--- src/rtl/clkx_pkg.sv ---
`timescale 1ns/1ps
package clkx_pkg;
    typedef enum logic [1:0] {
        DV_OFF  = 2'd0,
        DV_PASS = 2'd1,
        DV_HIGH = 2'd2,
        DV_LOW  = 2'd3
    } dv_state_t;

    localparam int E_CODE_W = 2;
endpackage

--- src/rtl/clkx_xbar.sv ---
`timescale 1ns/1ps
module clkx_xbar #(
    parameter  int NUM_SRC = 4,
    parameter  int NUM_OUT = 4,
    localparam int SEL_W   = $clog2(NUM_SRC)
) (
    input  logic [NUM_SRC-1:0]       src_i,
    input  logic [NUM_OUT*SEL_W-1:0] sel_i,
    output logic [NUM_OUT-1:0]       routed_o
);
    for (genvar g = 0; g < NUM_OUT; g++) begin : g_route
        assign routed_o[g] = src_i[sel_i[g*SEL_W +: SEL_W]];
    end
endmodule

--- src/rtl/clkx_divider.sv ---
`timescale 1ns/1ps
module clkx_divider
    import clkx_pkg::*;
#(
    parameter int DIV_W = 7
) (
    input  logic             clk,
    input  logic             rst_n,
    input  logic             src_i,
    input  logic [DIV_W-1:0] div_i,
    output logic             tick_o
);
    dv_state_t        state_q, state_d;
    logic [DIV_W-1:0] cnt_q, cnt_d;
    logic [DIV_W-1:0] hi_len, lo_len, cnt_inc;
    logic             src_q;
    logic             rise;

    assign hi_len  = div_i >> 1;
    assign lo_len  = div_i - hi_len;
    assign cnt_inc = cnt_q + DIV_W'(1);
    assign rise    = src_i & ~src_q;

    // state register
    always_ff @(posedge clk or negedge rst_n) begin
        if (!rst_n) begin
            state_q <= DV_OFF;
            cnt_q   <= '0;
            src_q   <= 1'b0;
        end else begin
            state_q <= state_d;
            cnt_q   <= cnt_d;
            src_q   <= src_i;
        end
    end

    // next state
    always_comb begin
        state_d = state_q;
        cnt_d   = cnt_q;
        if (div_i == '0) begin
            state_d = DV_OFF;
            cnt_d   = '0;
        end else if (div_i == DIV_W'(1)) begin
            state_d = DV_PASS;
            cnt_d   = '0;
        end else if (rise) begin
            unique case (state_q)
                DV_OFF, DV_PASS: begin
                    state_d = DV_HIGH;
                    cnt_d   = '0;
                end
                DV_HIGH: begin
                    if (cnt_inc >= hi_len) begin
                        state_d = DV_LOW;
                        cnt_d   = '0;
                    end else begin
                        cnt_d = cnt_inc;
                    end
                end
                DV_LOW: begin
                    if (cnt_inc >= lo_len) begin
                        state_d = DV_HIGH;
                        cnt_d   = '0;
                    end else begin
                        cnt_d = cnt_inc;
                    end
                end
            endcase
        end
    end

    // outputs
    always_comb begin
        unique case (state_q)
            DV_OFF:  tick_o = 1'b0;
            DV_PASS: tick_o = src_q;
            DV_HIGH: tick_o = 1'b1;
            DV_LOW:  tick_o = 1'b0;
        endcase
    end
endmodule

--- src/rtl/clkx_bank.sv ---
`timescale 1ns/1ps
module clkx_bank
    import clkx_pkg::*;
#(
    parameter  int NUM_SRC = 4,
    parameter  int NUM_OUT = 4,
    parameter  int DIV_W   = 7,
    localparam int SEL_W   = $clog2(NUM_SRC),
    localparam int EN_W    = NUM_OUT + 2
) (
    input  logic                     clk,
    input  logic                     rst_n,
    input  logic [NUM_SRC-1:0]       src_in,
    input  logic [NUM_OUT*SEL_W-1:0] route_sel,
    input  logic [NUM_OUT*DIV_W-1:0] div_val,
    input  logic [E_CODE_W-1:0]      e_div_sel,
    input  logic [EN_W-1:0]          out_en,
    output logic [NUM_OUT-1:0]       clk_out,
    output logic                     clk_e,
    output logic                     clk_ref,
    output logic [EN_W-1:0]          hiz
);
    localparam int E_IDX   = NUM_OUT;
    localparam int REF_IDX = NUM_OUT + 1;

    logic [NUM_OUT-1:0] routed;
    logic [NUM_OUT-1:0] tick;
    logic [DIV_W-1:0]   e_div;
    logic               e_tick;
    logic               ref_q;

    clkx_xbar #(
        .NUM_SRC (NUM_SRC),
        .NUM_OUT (NUM_OUT)
    ) u_xbar (
        .src_i    (src_in),
        .sel_i    (route_sel),
        .routed_o (routed)
    );

    for (genvar g = 0; g < NUM_OUT; g++) begin : g_div
        clkx_divider #(
            .DIV_W (DIV_W)
        ) u_div (
            .clk    (clk),
            .rst_n  (rst_n),
            .src_i  (routed[g]),
            .div_i  (div_val[g*DIV_W +: DIV_W]),
            .tick_o (tick[g])
        );
        assign clk_out[g] = out_en[g] & tick[g];
    end

    always_comb begin
        unique case (e_div_sel)
            2'd0:    e_div = DIV_W'(2);
            2'd1:    e_div = DIV_W'(3);
            default: e_div = DIV_W'(4);
        endcase
    end

    clkx_divider #(
        .DIV_W (DIV_W)
    ) u_ediv (
        .clk    (clk),
        .rst_n  (rst_n),
        .src_i  (src_in[1]),
        .div_i  (e_div),
        .tick_o (e_tick)
    );

    always_ff @(posedge clk or negedge rst_n) begin
        if (!rst_n) ref_q <= 1'b0;
        else        ref_q <= src_in[0];
    end

    assign clk_e   = out_en[E_IDX] & e_tick;
    assign clk_ref = out_en[REF_IDX] & ref_q;
    assign hiz     = ~out_en;
endmodule

--- config.mk ---
export PLATFORM = sky130hd
export DESIGN_NAME = clkx_bank
export DESIGN_NICKNAME = d
export VERILOG_FILES = /design/src/rtl/clkx_pkg.sv /design/src/rtl/clkx_xbar.sv /design/src/rtl/clkx_divider.sv /design/src/rtl/clkx_bank.sv
export SDC_FILE = /design/constraint.sdc
export NUM_CORES = 1
export LEC_CHECK = 0
export ABC_AREA = 1
export BUFFER_PORTS_ARGS = -buffer_cell sky130_fd_sc_hd__buf_2
export CORE_MARGIN = 3
export CORE_UTILIZATION = 38
export DETAILED_ROUTE_END_ITERATION = 8
export MAX_ROUTING_LAYER = met4
export PLACE_DENSITY = 0.53
export SLEW_MARGIN = 20
export SYNTH_ARGS = -nofsm -noshare
export SYNTH_HDL_FRONTEND = slang
export SYNTH_HIERARCHICAL = 1
export SYNTH_SLANG_ARGS = --single-unit
--- constraint.sdc ---
create_clock -name clk -period 2.05 [get_ports clk]
set_input_delay 0.41 -clock clk [delete_from_list [all_inputs] [get_ports clk]]
set_output_delay 0.41 -clock clk [all_outputs]
set_load 0.005 [all_outputs]
Word-level counts from Yosys, hierarchy flattened
Cells that the tools add are included.
{ "totals": {"reg_bits": 51, "input_bits": 50, "output_inout_bits": 12, "elab_cells": 193} }
{ "classes": {"add_sub_neg": 10, "order_cmp": 14, "n_eq_ne": 31, "muxes": 74, "bitwise_logic": 17, "n_reduce_logical": 31} }
{ "ops": {"columns": ["cell", "n"], "rows": [
  ["2-to-1 mux 7 bit", 25],
  ["case mux 7 bit (3 select lines)", 5],
  ["2-to-1 mux 2 bit", 25],
  ["!= test 4 x 1 -> 1 bit, second input constant", 10],
  ["adder 7 x 1 -> 7 bit, second input constant", 5],
  ["greater-or-equal comparator 7 bit", 5],
  ["zero test 7 bit", 5],
  ["case mux 2 bit (3 select lines)", 5],
  ["equality test 7 x 1 -> 1 bit, second input constant", 4],
  ["greater-or-equal comparator 7 x 6 -> 1 bit", 4],
  ["subtractor 7 x 6 -> 7 bit", 4],
  ["equality test 2 bit, second input constant", 10],
  ["OR reduction 2 bit", 10],
  ["case mux 1 bit (3 select lines)", 5],
  ["AND reduction 3 bit", 5],
  ["nonzero test 3 bit", 5],
  ["equality test 2 x 1 -> 1 bit, second input constant", 6],
  ["zero test 2 bit", 6],
  ["less-than comparator 2 x 3 -> 1 bit, second input constant", 4],
  ["bitwise AND 1 bit", 11],
  ["binary-select mux 1 bit (select 2 bit)", 4],
  ["greater-or-equal comparator 7 x 2 -> 1 bit", 1],
  ["inverter 6 bit", 1],
  ["case mux 3 bit (2 select lines)", 1],
  ["other kinds (4)", 11]
]} }

Longest topological paths before layout
Gate-level depths: netlist of the first run.
{ "logic_depth": {"word_depth": 9, "mapped_depth": 19, "mapped_depth_nobuf": 19} }

Hierarchy
Netlist of the first run, hierarchy kept.
{ "modules_own_cells": {"columns": ["module", "n_inst", "cells_each", "area_per_inst_um2", "seq_area_each_um2"], "rows": [
  ["clkx_divider", 5, 156, 1192.4, 250.2],
  ["clkx_xbar", 1, 40, 160.2, 0.0],
  ["clkx_bank", 1, 24, 111.4, 25.0]
]} }

Least setup slack after synthesis of the first run
No wires, ideal clock.
{ "synth_timing": {"kind": "input port to flip-flop", "startpoint": "in e_div_sel[0]", "endpoint": "reg u_ediv.cnt_q[0]", "setup_ns": 0.073, "t_arrival_ns": 2.875, "required_ns": 1.977, "setup_slack_ns": -0.898, "cell_stages": 18, "n_path_buf": 0, "path_cell_list": "inv_1 nor2_1 inv_1 ha_1 fa_1 o21ai_0 a21oi_1 nor2_1 nor2_1 xor2_1 ha_1 a21oi_1 o21a_1 and2_0 nand3_1 nand2_4 nand2_4 a21oi_2"} }
{ "synth_via": {"elab_chain_cells": 9, "word_cells_on_any_way": 15, "cone_classes": "add/sub (1); order compare (2); eq/ne (2); mux (7); reduce/logical (3)"} }
{ "synth_rtl": {"columns": ["element", "line_no", "text"], "rows": [
  ["from (decl)", "clkx_bank.sv:16", "input logic [E_CODE_W-1:0] e_div_sel,"],
  ["equality test 2 x 1 -> 1 bit / zero test 2 bit (equally long branches)", "clkx_bank.sv:55", "unique case (e_div_sel)"],
  ["case mux 3 bit (2 select lines) (*)", "clkx_bank.sv:55", null],
  ["via e_div[0]", "clkx_bank.sv:28", "logic [DIV_W-1:0] e_div;"],
  ["subtractor 3 x 2 -> 4 bit", "clkx_divider.sv:20", "assign lo_len = div_i - hi_len;"],
  ["greater-or-equal comparator 7 bit", "clkx_divider.sv:62", "if (cnt_inc >= lo_len) begin"],
  ["2-to-1 mux 7 bit", "clkx_divider.sv:62", null],
  ["case mux 7 bit (3 select lines)", "clkx_divider.sv:48", "unique case (state_q)"],
  ["2-to-1 mux 7 bit", "clkx_divider.sv:47", "end else if (rise) begin"],
  ["2-to-1 mux 7 bit", "clkx_divider.sv:44", "end else if (div_i == DIV_W'(1)) begin"],
  ["2-to-1 mux 7 bit", "clkx_divider.sv:41", "if (div_i == '0) begin"],
  ["to (signal assigned)", "clkx_divider.sv:32", "cnt_q <= cnt_d;"],
  ["to (decl)", "clkx_divider.sv:14", "logic [DIV_W-1:0] cnt_q, cnt_d;"]
]} }
The timed path passes the listed nets; every way through them passes the cells marked *. The select of a mux whose other input is x is not followed.
A chain may end at the register's enable or synchronous reset.

Worst setup path after layout of the first run
{ "layout_timing": {"startpoint": "in e_div_sel[1]", "endpoint": "reg u_ediv.cnt_q[5]"} }
The elaborated chain is that of the path after synthesis.

==> flow_metrics.env, run 1 <==
export IMPL_result_of_the_run="finished, violations left"
export IMPL_failed_checks="setup timing"
export IMPL_worst_r2r_startpoint="g_div[3].u_div/cnt_q[0]"
export IMPL_ir_drop_uv=334
export IMPL_global_route_wire_length_before_repair_um=24700
export IMPL_ctsHtreeMaxLevel=2
export IMPL_postLayoutSetupSlackWorst_ps=-512
export IMPL_post_syn_area_per_cell_um2=7.39
export IMPL_endpoint_kind_of_the_worst_setup_timing_path="flip-flop"
export IMPL_multi_input_area_um2=4880
export IMPL_place_congestion=0.824
export IMPL_max_cap_viol_count=0
export IMPL_met3_usage_pct=2.25
export IMPL_globalRouteMet1Util_pct=22.7
export IMPL_final_worst_path_period_need_ps=2560
export IMPL_vias_in_the_first_global_route=5707
export IMPL_clock_root_buffer="sky130_fd_sc_hd__clkbuf_16"
export IMPL_detailedPlacementHpwl_um=11700
export IMPL_synth_cells=844
export IMPL_fill_cells=1505
export IMPL_tritoncts="yes"
export IMPL_pre_cts_setup_slack_ps=-920
export IMPL_setup_worst_path_start_class="primary input"
export IMPL_crit_path_max_fanout=4
export IMPL_area_growth_synth_to_final_pct=43.7
export IMPL_timing_critical_path_required_ps=2270
export IMPL_ff_latch_area_um2=1280
export IMPL_startpoint="e_div_sel[1]"
export IMPL_total_power_of_the_final_layout_mw=6.73
export IMPL_synth_async_reset_ratio_pct=100
export IMPL_clock_sink_count=51
export IMPL_area_inside_the_core_boundary_um2=15900
export IMPL_avgRoutedWirePerCell_um=10.7
export IMPL_sum_of_routed_wire_length_over_all_layers_um=14000
export IMPL_yosys_warnings=6
export IMPL_worstSetupPathType="primary input to flip-flop"
export IMPL_gr_usage_met2_pct=26.6
export IMPL_hold_path_class="primary input to flip-flop"
export IMPL_synth_area_um2=6230
export IMPL_num_nets_final=1266
export IMPL_final_setup_skew_ps=8.37
export IMPL_grt_start_max_net_pins=24
export IMPL_antenna_cells=0
export IMPL_worst_hold_startpoint="src_in[0]"
export IMPL_ys_seq_elements=51
export IMPL_yosys_area_top_type="sky130_fd_sc_hd__ha_1"
export IMPL_cts_made_buffers=5
export IMPL_vias_per_cell=4.44
export IMPL_final_setup_violating_endpoints=45
export IMPL_die_outline_width_um=134
export IMPL_drtPass1Iterations=4
export IMPL_post_route_drc_count=0
export IMPL_ant_nets=0
export IMPL_whs_ps=238
export IMPL_layout_drive_gt1_share_pct=36.8
export IMPL_clock_fmax_mhz=390
export IMPL_synth_top_area_share_pct=24.1
export IMPL_initial_core_util_pct=39.1
export IMPL_layout_commonest_cell="sky130_fd_sc_hd__nand2_1"
export IMPL_slew_headroom_pct=63.5
export IMPL_global_route_peak_usage_layer="met2"
export IMPL_cts_buffer_depth=2
export IMPL_initial_antenna_violation_count=0
export IMPL_yosysSeqAreaShare_pct=20.5
export IMPL_synth_top_flop_cell="sky130_fd_sc_hd__dfrtp_1"
export IMPL_netlist_top_cells_area="sky130_fd_sc_hd__ha_1 24%, sky130_fd_sc_hd__dfrtp_1 20%, sky130_fd_sc_hd__nand2_1 11%"
export IMPL_static_leakage_power_nw=4.93
export IMPL_clk_insertion_delay_late_ps=290
export IMPL_floorplan_die_height_um=134
export IMPL_layout_cell_area_non_filler_um2=8960
export IMPL_post_synth_num_cell_types=27
export IMPL_worst_endpoint_arrival_ps=2780
export IMPL_port_buffers=61
export IMPL_layout_worst_path_cycle_share_pct=125
export IMPL_cts_reportedPaths_clkPinSlew_ps=70
export IMPL_design_die_area_um2=18000
export IMPL_drt_iter0_markers=186
export IMPL_globalRoute_totalOverflow=0
export IMPL_synth_edf_count=0
export IMPL_rows=46
export IMPL_worst_slew_pin_transition_ps=546
export IMPL_post_placement_cell_area_um2=8280
export IMPL_boundaryPins=62
export IMPL_final_max_slew_viol_count=0
export IMPL_final_util_pct=56.2
export IMPL_globalRouteTotalUtil_pct=16.4
export IMPL_final_hold_viol_count=0
export IMPL_mostFrequentLayoutCells="171 x sky130_fd_sc_hd__nand2_1, 168 x sky130_fd_sc_hd__buf_4, 139 x sky130_fd_sc_hd__inv_1"
export IMPL_vias=5802
export IMPL_grt_setup_unrepaired="true"
export IMPL_powerDensity_nw_per_um2=751
-- path summary, 6_finish.rpt --
kind	endpoint	slack, ps	cells past startpoint
setup / recovery	u_ediv/cnt_q[5]	-510	18
hold / removal	ref_q	240	1
setup reg to reg	g_div[3].u_div/cnt_q[0]	-280	12
hold reg to reg	u_ediv/cnt_q[1]	520	2
max in group asynchronous	g_div[1].u_div/cnt_q[2]	970	3
min in group asynchronous	g_div[0].u_div/state_q[0]	520	2
-- per-stage QoR --
step / TNS [ps] / instances
2_1_floorplan: -22060 / 850
3_3_place_gp: -35700 / 1281
3_5_place_dp: -36540 / 1281
4_1_cts: -17880 / 1295
5_1_grt: -25800 / 1307
6_report: -18360 / 1307
-- critical path, stage by stage --
cell and delay, ps:
sky130_fd_sc_hd__buf_8 100, sky130_fd_sc_hd__nor2_4 100, sky130_fd_sc_hd__inv_2 50, sky130_fd_sc_hd__ha_4 160, sky130_fd_sc_hd__fa_2 360, sky130_fd_sc_hd__o21ai_2 140
sky130_fd_sc_hd__a21oi_1 80, sky130_fd_sc_hd__nor2_1 90, sky130_fd_sc_hd__nor2_1 50, sky130_fd_sc_hd__xor2_1 140, sky130_fd_sc_hd__ha_1 280, sky130_fd_sc_hd__a21oi_2 150
sky130_fd_sc_hd__o21a_1 120, sky130_fd_sc_hd__and2_4 140, sky130_fd_sc_hd__nand3_4 80, sky130_fd_sc_hd__nand2_4 90, sky130_fd_sc_hd__nand2_4 70, sky130_fd_sc_hd__o21ai_2 140
-- power by group --
group | internal [mW] | leakage [nW] | total (mW) | switching [mW]
Combinational | 2.04 | 4.21 | 4.47 | 2.42
Sequential | 1.24 | 0.651 | 1.43 | 0.185
Clock | 0.477 | 0.0727 | 0.836 | 0.359
Total | 3.76 | 4.93 | 6.73 | 2.97
-- logic make-up (layout without fill, tap and decap cells) --
family	count (synthesis)	after routing	share of synthesized area (%)
other	1	7	0.0602
buffers and inverters	157	398	9.45
AO/OA/AOI/OAI	100	100	9.53
flip-flops	51	51	20.5
AND/OR/NAND/NOR	360	360	27.2
XOR/XNOR	50	50	7.63
adder cells (fa/ha/maj)	125	125	25.7
-- repair_timing --
action	CTS	global route
hold buffers	1	0
endpoints found under the hold margin	9	0
resized for setup	55	41
pin swaps	73	34
setup buffers	6	12
setup endpoints to repair	45	45
cloned	0	0
-- per-layer routing --
layer  share of wire [%]  vias to the layer above
li1                    -                     3195
met1                  51                     2531
met2                  45                       66
met3                 2.6                       10
met4                0.73                        0
met5                   0                        -
-- state kept, by name (all words and copies together), names as in the netlist --
register	cells
g_div.u_div/src_q	4
u_ediv/src_q	1
ref_q	1
g_div.u_div/state_q	8
g_div.u_div/cnt_q	28
u_ediv/cnt_q	7
u_ediv/state_q	2
-- cells in the mapped netlist, types with 10 or more instances --
master                    instances
sky130_fd_sc_hd__a21oi_1         50
sky130_fd_sc_hd__dfrtp_1         51
sky130_fd_sc_hd__ha_1           120
sky130_fd_sc_hd__inv_1          156
sky130_fd_sc_hd__nand2_1        176
sky130_fd_sc_hd__nand2_2         10
sky130_fd_sc_hd__nand2_4         10
sky130_fd_sc_hd__nand3_1         53
sky130_fd_sc_hd__nand4_1         20
sky130_fd_sc_hd__nor2_1          61
sky130_fd_sc_hd__o21ai_0         20
sky130_fd_sc_hd__o21ai_2         15
sky130_fd_sc_hd__xnor2_1         10
sky130_fd_sc_hd__xor2_1          35
-- cell type report --
| class | instances | share of cell area, % |
|---|---|---|
| Tap cell | 216 | 3.02 |
| Clock inverter | 1 | 0.0559 |
| Clock buffer | 6 | 1.55 |
| Sequential cell | 51 | 14.2 |
| Multi-Input combinational cell | 642 | 54.4 |
| Inverter | 156 | 7.18 |
| Timing Repair Buffer | 235 | 19.5 |
Power figures use the tool's default switching activity.
==> inputs of run 2 (changes only) <==
ABC_AREA = unset   (was 1)
CTS_CLUSTER_SIZE = 16   (was unset)
PLACE_DENSITY = 0.54   (was 0.53)
==> run 2 against run 1 <==
The run still ends with setup timing left. Global-route usage grew 1.7 points. Area after synthesis is 3.3% lower. Sequential share of layout area decreased by 0.32 points. Via count is 0.72% higher. Core utilization up 3.4 points. Wire length rose by 11%. Register-to-register slack got worse by 220 ps. Worst hold slack gained 44 ps. Synthesized cell count is 20% lower. Sequential power about the same. Clock skew hardly changed. First-iteration DRC count up 33%. Critical endpoint is now g_div[2].u_div/cnt_q[2].
==> flow_metrics.env, run 2 <==
export IMPL_result_of_the_run="finished, violations left"
export IMPL_failed_checks="setup timing"
export IMPL_drtPass1Iterations=4
export IMPL_antenna_cells=0
export IMPL_layout_worst_path_cycle_share_pct=135
export IMPL_yosys_warnings=6
export IMPL_mostFrequentLayoutCells="197 x sky130_fd_sc_hd__buf_4, 102 x sky130_fd_sc_hd__ha_1, 67 x sky130_fd_sc_hd__nand2_1"
export IMPL_netlist_top_cells_area="sky130_fd_sc_hd__ha_1 25%, sky130_fd_sc_hd__dfrtp_1 21%, sky130_fd_sc_hd__xnor2_1 4.4%"
export IMPL_synth_area_um2=6030
export IMPL_final_setup_violating_endpoints=40
export IMPL_place_congestion=0.855
export IMPL_pre_cts_setup_slack_ps=-1120
export IMPL_ctsHtreeMaxLevel=2
export IMPL_critical_path_max_stage_delay_ps=340
export IMPL_powerDensity_nw_per_um2=760
export IMPL_reg_largest_list="g_div.u_div/cnt_q: 28 flops, g_div.u_div/state_q: 8 flops, u_ediv/cnt_q: 7 flops"
export IMPL_final_setup_skew_ps=8.29
export IMPL_crit_chain="buf_6 -> ha_4 -> fa_2 -> o21bai_1 -> a21oi_2 -> o21bai_1 -> a21oi_1 -> xnor2_1 -> ha_1 -> o2111ai_1 -> o21a_1 -> a31oi_4 -> buf_6 -> nor2_4 -> a221o_1"
export IMPL_crit_reg2reg_capture="g_div[3].u_div/cnt_q[0]"
export IMPL_detailedPlacementHpwl_um=13000
export IMPL_critical_path_top_delay_family="compound AO/OA/AOI/OAI gates"
export IMPL_layout_drive_gt1_share_pct=43.1
export IMPL_worstSetupPathType="primary input to flip-flop"
export IMPL_synth_edf_count=0
export IMPL_reg2reg_depth=9
export IMPL_cts_made_buffers=5
export IMPL_swShare_pct=40.4
export IMPL_avgRoutedWirePerCell_um=13.4
export IMPL_final_max_slew_viol_count=0
export IMPL_initial_core_util_pct=39.2
export IMPL_placedCellCount=1140
export IMPL_whs_path_depth=1
export IMPL_boundaryPins=62
export IMPL_layoutNonFillerInstCount=1163
export IMPL_static_leakage_power_nw=4.46
export IMPL_clock_power_share_pct=13.8
export IMPL_holdPathEnd="ref_q"
export IMPL_yosysMostFrequentCell="sky130_fd_sc_hd__ha_1"
export IMPL_worst_r2r_startpoint="g_div[3].u_div/cnt_q[1]"
export IMPL_design_die_area_um2=17400
export IMPL_clock_root_buffer="sky130_fd_sc_hd__clkbuf_16"
export IMPL_globalRoute_totalOverflow=0
export IMPL_timing_critical_path_required_ps=2220
export IMPL_worst_endpoint_arrival_ps=2930
export IMPL_registers_top_by_ff_count="g_div.u_div/cnt_q"
export IMPL_ff2ff_setup_slack_ps=-500
export IMPL_num_nets_final=1126
export IMPL_endpoint_kind_of_the_worst_setup_timing_path="flip-flop"
export IMPL_grt_setup_unrepaired="true"
export IMPL_postLayoutSetupSlackWorst_ps=-716
export IMPL_final_worst_path_period_need_ps=2770
export IMPL_synth_top_flop_cell="sky130_fd_sc_hd__dfrtp_1"
export IMPL_timing_critical_path_slowest_stage_cell="sky130_fd_sc_hd__fa_2"
export IMPL_total_power_of_the_final_layout_mw=6.97
export IMPL_layout_commonest_cell="sky130_fd_sc_hd__buf_4"
export IMPL_sum_of_routed_wire_length_over_all_layers_um=15600
export IMPL_final_hold_viol_count=0
export IMPL_clock_sink_count=51
export IMPL_ant_nets=0
export IMPL_grt_start_max_net_pins=31
export IMPL_drt_iter0_markers=247
export IMPL_synth_async_reset_ratio_pct=100
export IMPL_ys_seq_elements=51
export IMPL_fin_tns_setup_ps=-23000
export IMPL_setup_worst_path_start_class="primary input"
export IMPL_synth_top_area_share_pct=24.9
export IMPL_port_buffers=61
export IMPL_clk_insertion_delay_late_ps=290
export IMPL_hold_path_class="primary input to flip-flop"
export IMPL_yosys_area_top_type="sky130_fd_sc_hd__ha_1"
export IMPL_vias_per_cell=5.02
export IMPL_post_route_drc_count=0
export IMPL_global_route_wire_length_before_repair_um=26400
export IMPL_die_outline_width_um=132
export IMPL_worst_hold_startpoint="src_in[0]"
export IMPL_synth_top_cells_by_count="120 x sky130_fd_sc_hd__ha_1, 67 x sky130_fd_sc_hd__nand2_1, 53 x sky130_fd_sc_hd__inv_1"
export IMPL_area_growth_synth_to_final_pct=52.1
export IMPL_internal_power_mw=4.15
export IMPL_vias=5844
export IMPL_initial_antenna_violation_count=0
export IMPL_tritoncts="yes"
export IMPL_post_placement_cell_area_um2=8400
export IMPL_yosysSeqAreaShare_pct=21.2
export IMPL_post_syn_area_per_cell_um2=8.97
export IMPL_post_synth_num_cell_types=55
export IMPL_vias_in_the_first_global_route=5844
export IMPL_rows=45
export IMPL_ir_drop_uv=361
export IMPL_floorplan_die_height_um=132
export IMPL_max_cap_viol_count=0
export IMPL_p_sw_mw=2.81
export IMPL_area_inside_the_core_boundary_um2=15400
export IMPL_largest_register_ff_count=28
export IMPL_cts_reportedPaths_clkPinSlew_ps=70
export IMPL_power_share_sequential_pct=20.7
export IMPL_synth_cells=672
export IMPL_clock_fmax_mhz=362
export IMPL_layout_cell_area_non_filler_um2=9160
export IMPL_crit_path_max_fanout=6
export IMPL_pwr_share_comb_pct=65.5
export IMPL_globalRouteTotalUtil_pct=18.1
export IMPL_cp_buffers_inverters=2
export IMPL_cts_buffer_depth=2
==> run 2: changes by cell type in the layout (fill, tap and decap cells not counted), sizes merged, moves of 14 or more <==
cell	change
nor2	-58
inv	-103
a21oi	-14
nor2b	+26
nand4	-15
nand2	-129
xnor2	+22
xor2	-36
nand2b	+21
buf	+32
nand3	-38
==> run 2: repair_timing <==
item	4_1_cts	5_1_grt
gates resized for setup	68	45
hold buffers	1	0
hold endpoints to repair	4	0
pin swaps	52	47
setup endpoints to repair	40	40
buffers inserted	8	8
==> run 2: power by group through the flow <==
stage / combinational, mW / sequential [mW] / clock (mW)
finish: 4.56 / 1.44 / 0.965
global route: 5.08 / 1.47 / 1.03
CTS: 4.37 / 1.44 / 0.992
detailed placement: 3.97 / 1.46 / 0
global placement: 3.85 / 1.44 / 0
floorplan: 2.33 / 1.49 / 0
==> run 2: through the flow <==
step                utilization [%]  hold WS [ps]
finish                         59.6           282
detailed placement             54.6           257
floorplan                         -           114
global route                   59.6           283
CTS                            58.1           272
global placement               54.6           258
==> run 2: logic make-up after synthesis <==
group                      Yosys count  synth area share [%]
AOI/OAI and AO/OA                  177                  20.8
xor gates and xnor gates            36                  5.48
adders and majority gates          125                  26.6
buffers and inverters               57                  3.55
DFF                                 51                  21.2
muxes                                8                  2.24
other                                1                0.0622
and+or+nand+nor                    217                  20.1
==> run 2: worst max-delay path by stage <==
stage                     slack (ps)  cells after the start   startpoint                   endpoint
final                           -720                     15  div_val[15]    g_div[2].u_div/cnt_q[2]
after floorplan                 -750                     14   div_val[0]  g_div[0].u_div/state_q[0]
after detailed placement       -1120                     15   div_val[0]  g_div[0].u_div/state_q[0]
after CTS                       -730                     15   div_val[0]  g_div[0].u_div/state_q[0]
after global routing            -870                     15  div_val[21]    g_div[3].u_div/cnt_q[0]
after global placement         -1070                     15  div_val[14]  g_div[2].u_div/state_q[0]
==> run 2: layout make-up <==
type | instances | area (um^2)
inverters | 53 | 280
clock inverters | 3 | 46.3
flip-flops and latches | 51 | 1280
repair buffers | 267 | 2040
fillers | 1335 | 6210
clock buffers | 5 | 125
well taps | 211 | 264
multi-input cells | 573 | 5140
==> run 2: layer usage <==
metal,up-vias,share of wire (%),wire (um),track usage (%)
li1,3003,-,-,-
met1,2743,47,7350,23.6
met2,85,49,7660,31.2
met3,13,3.0,474,1.83
met4,0,0.80,125,2.68
met5,-,0,0,-
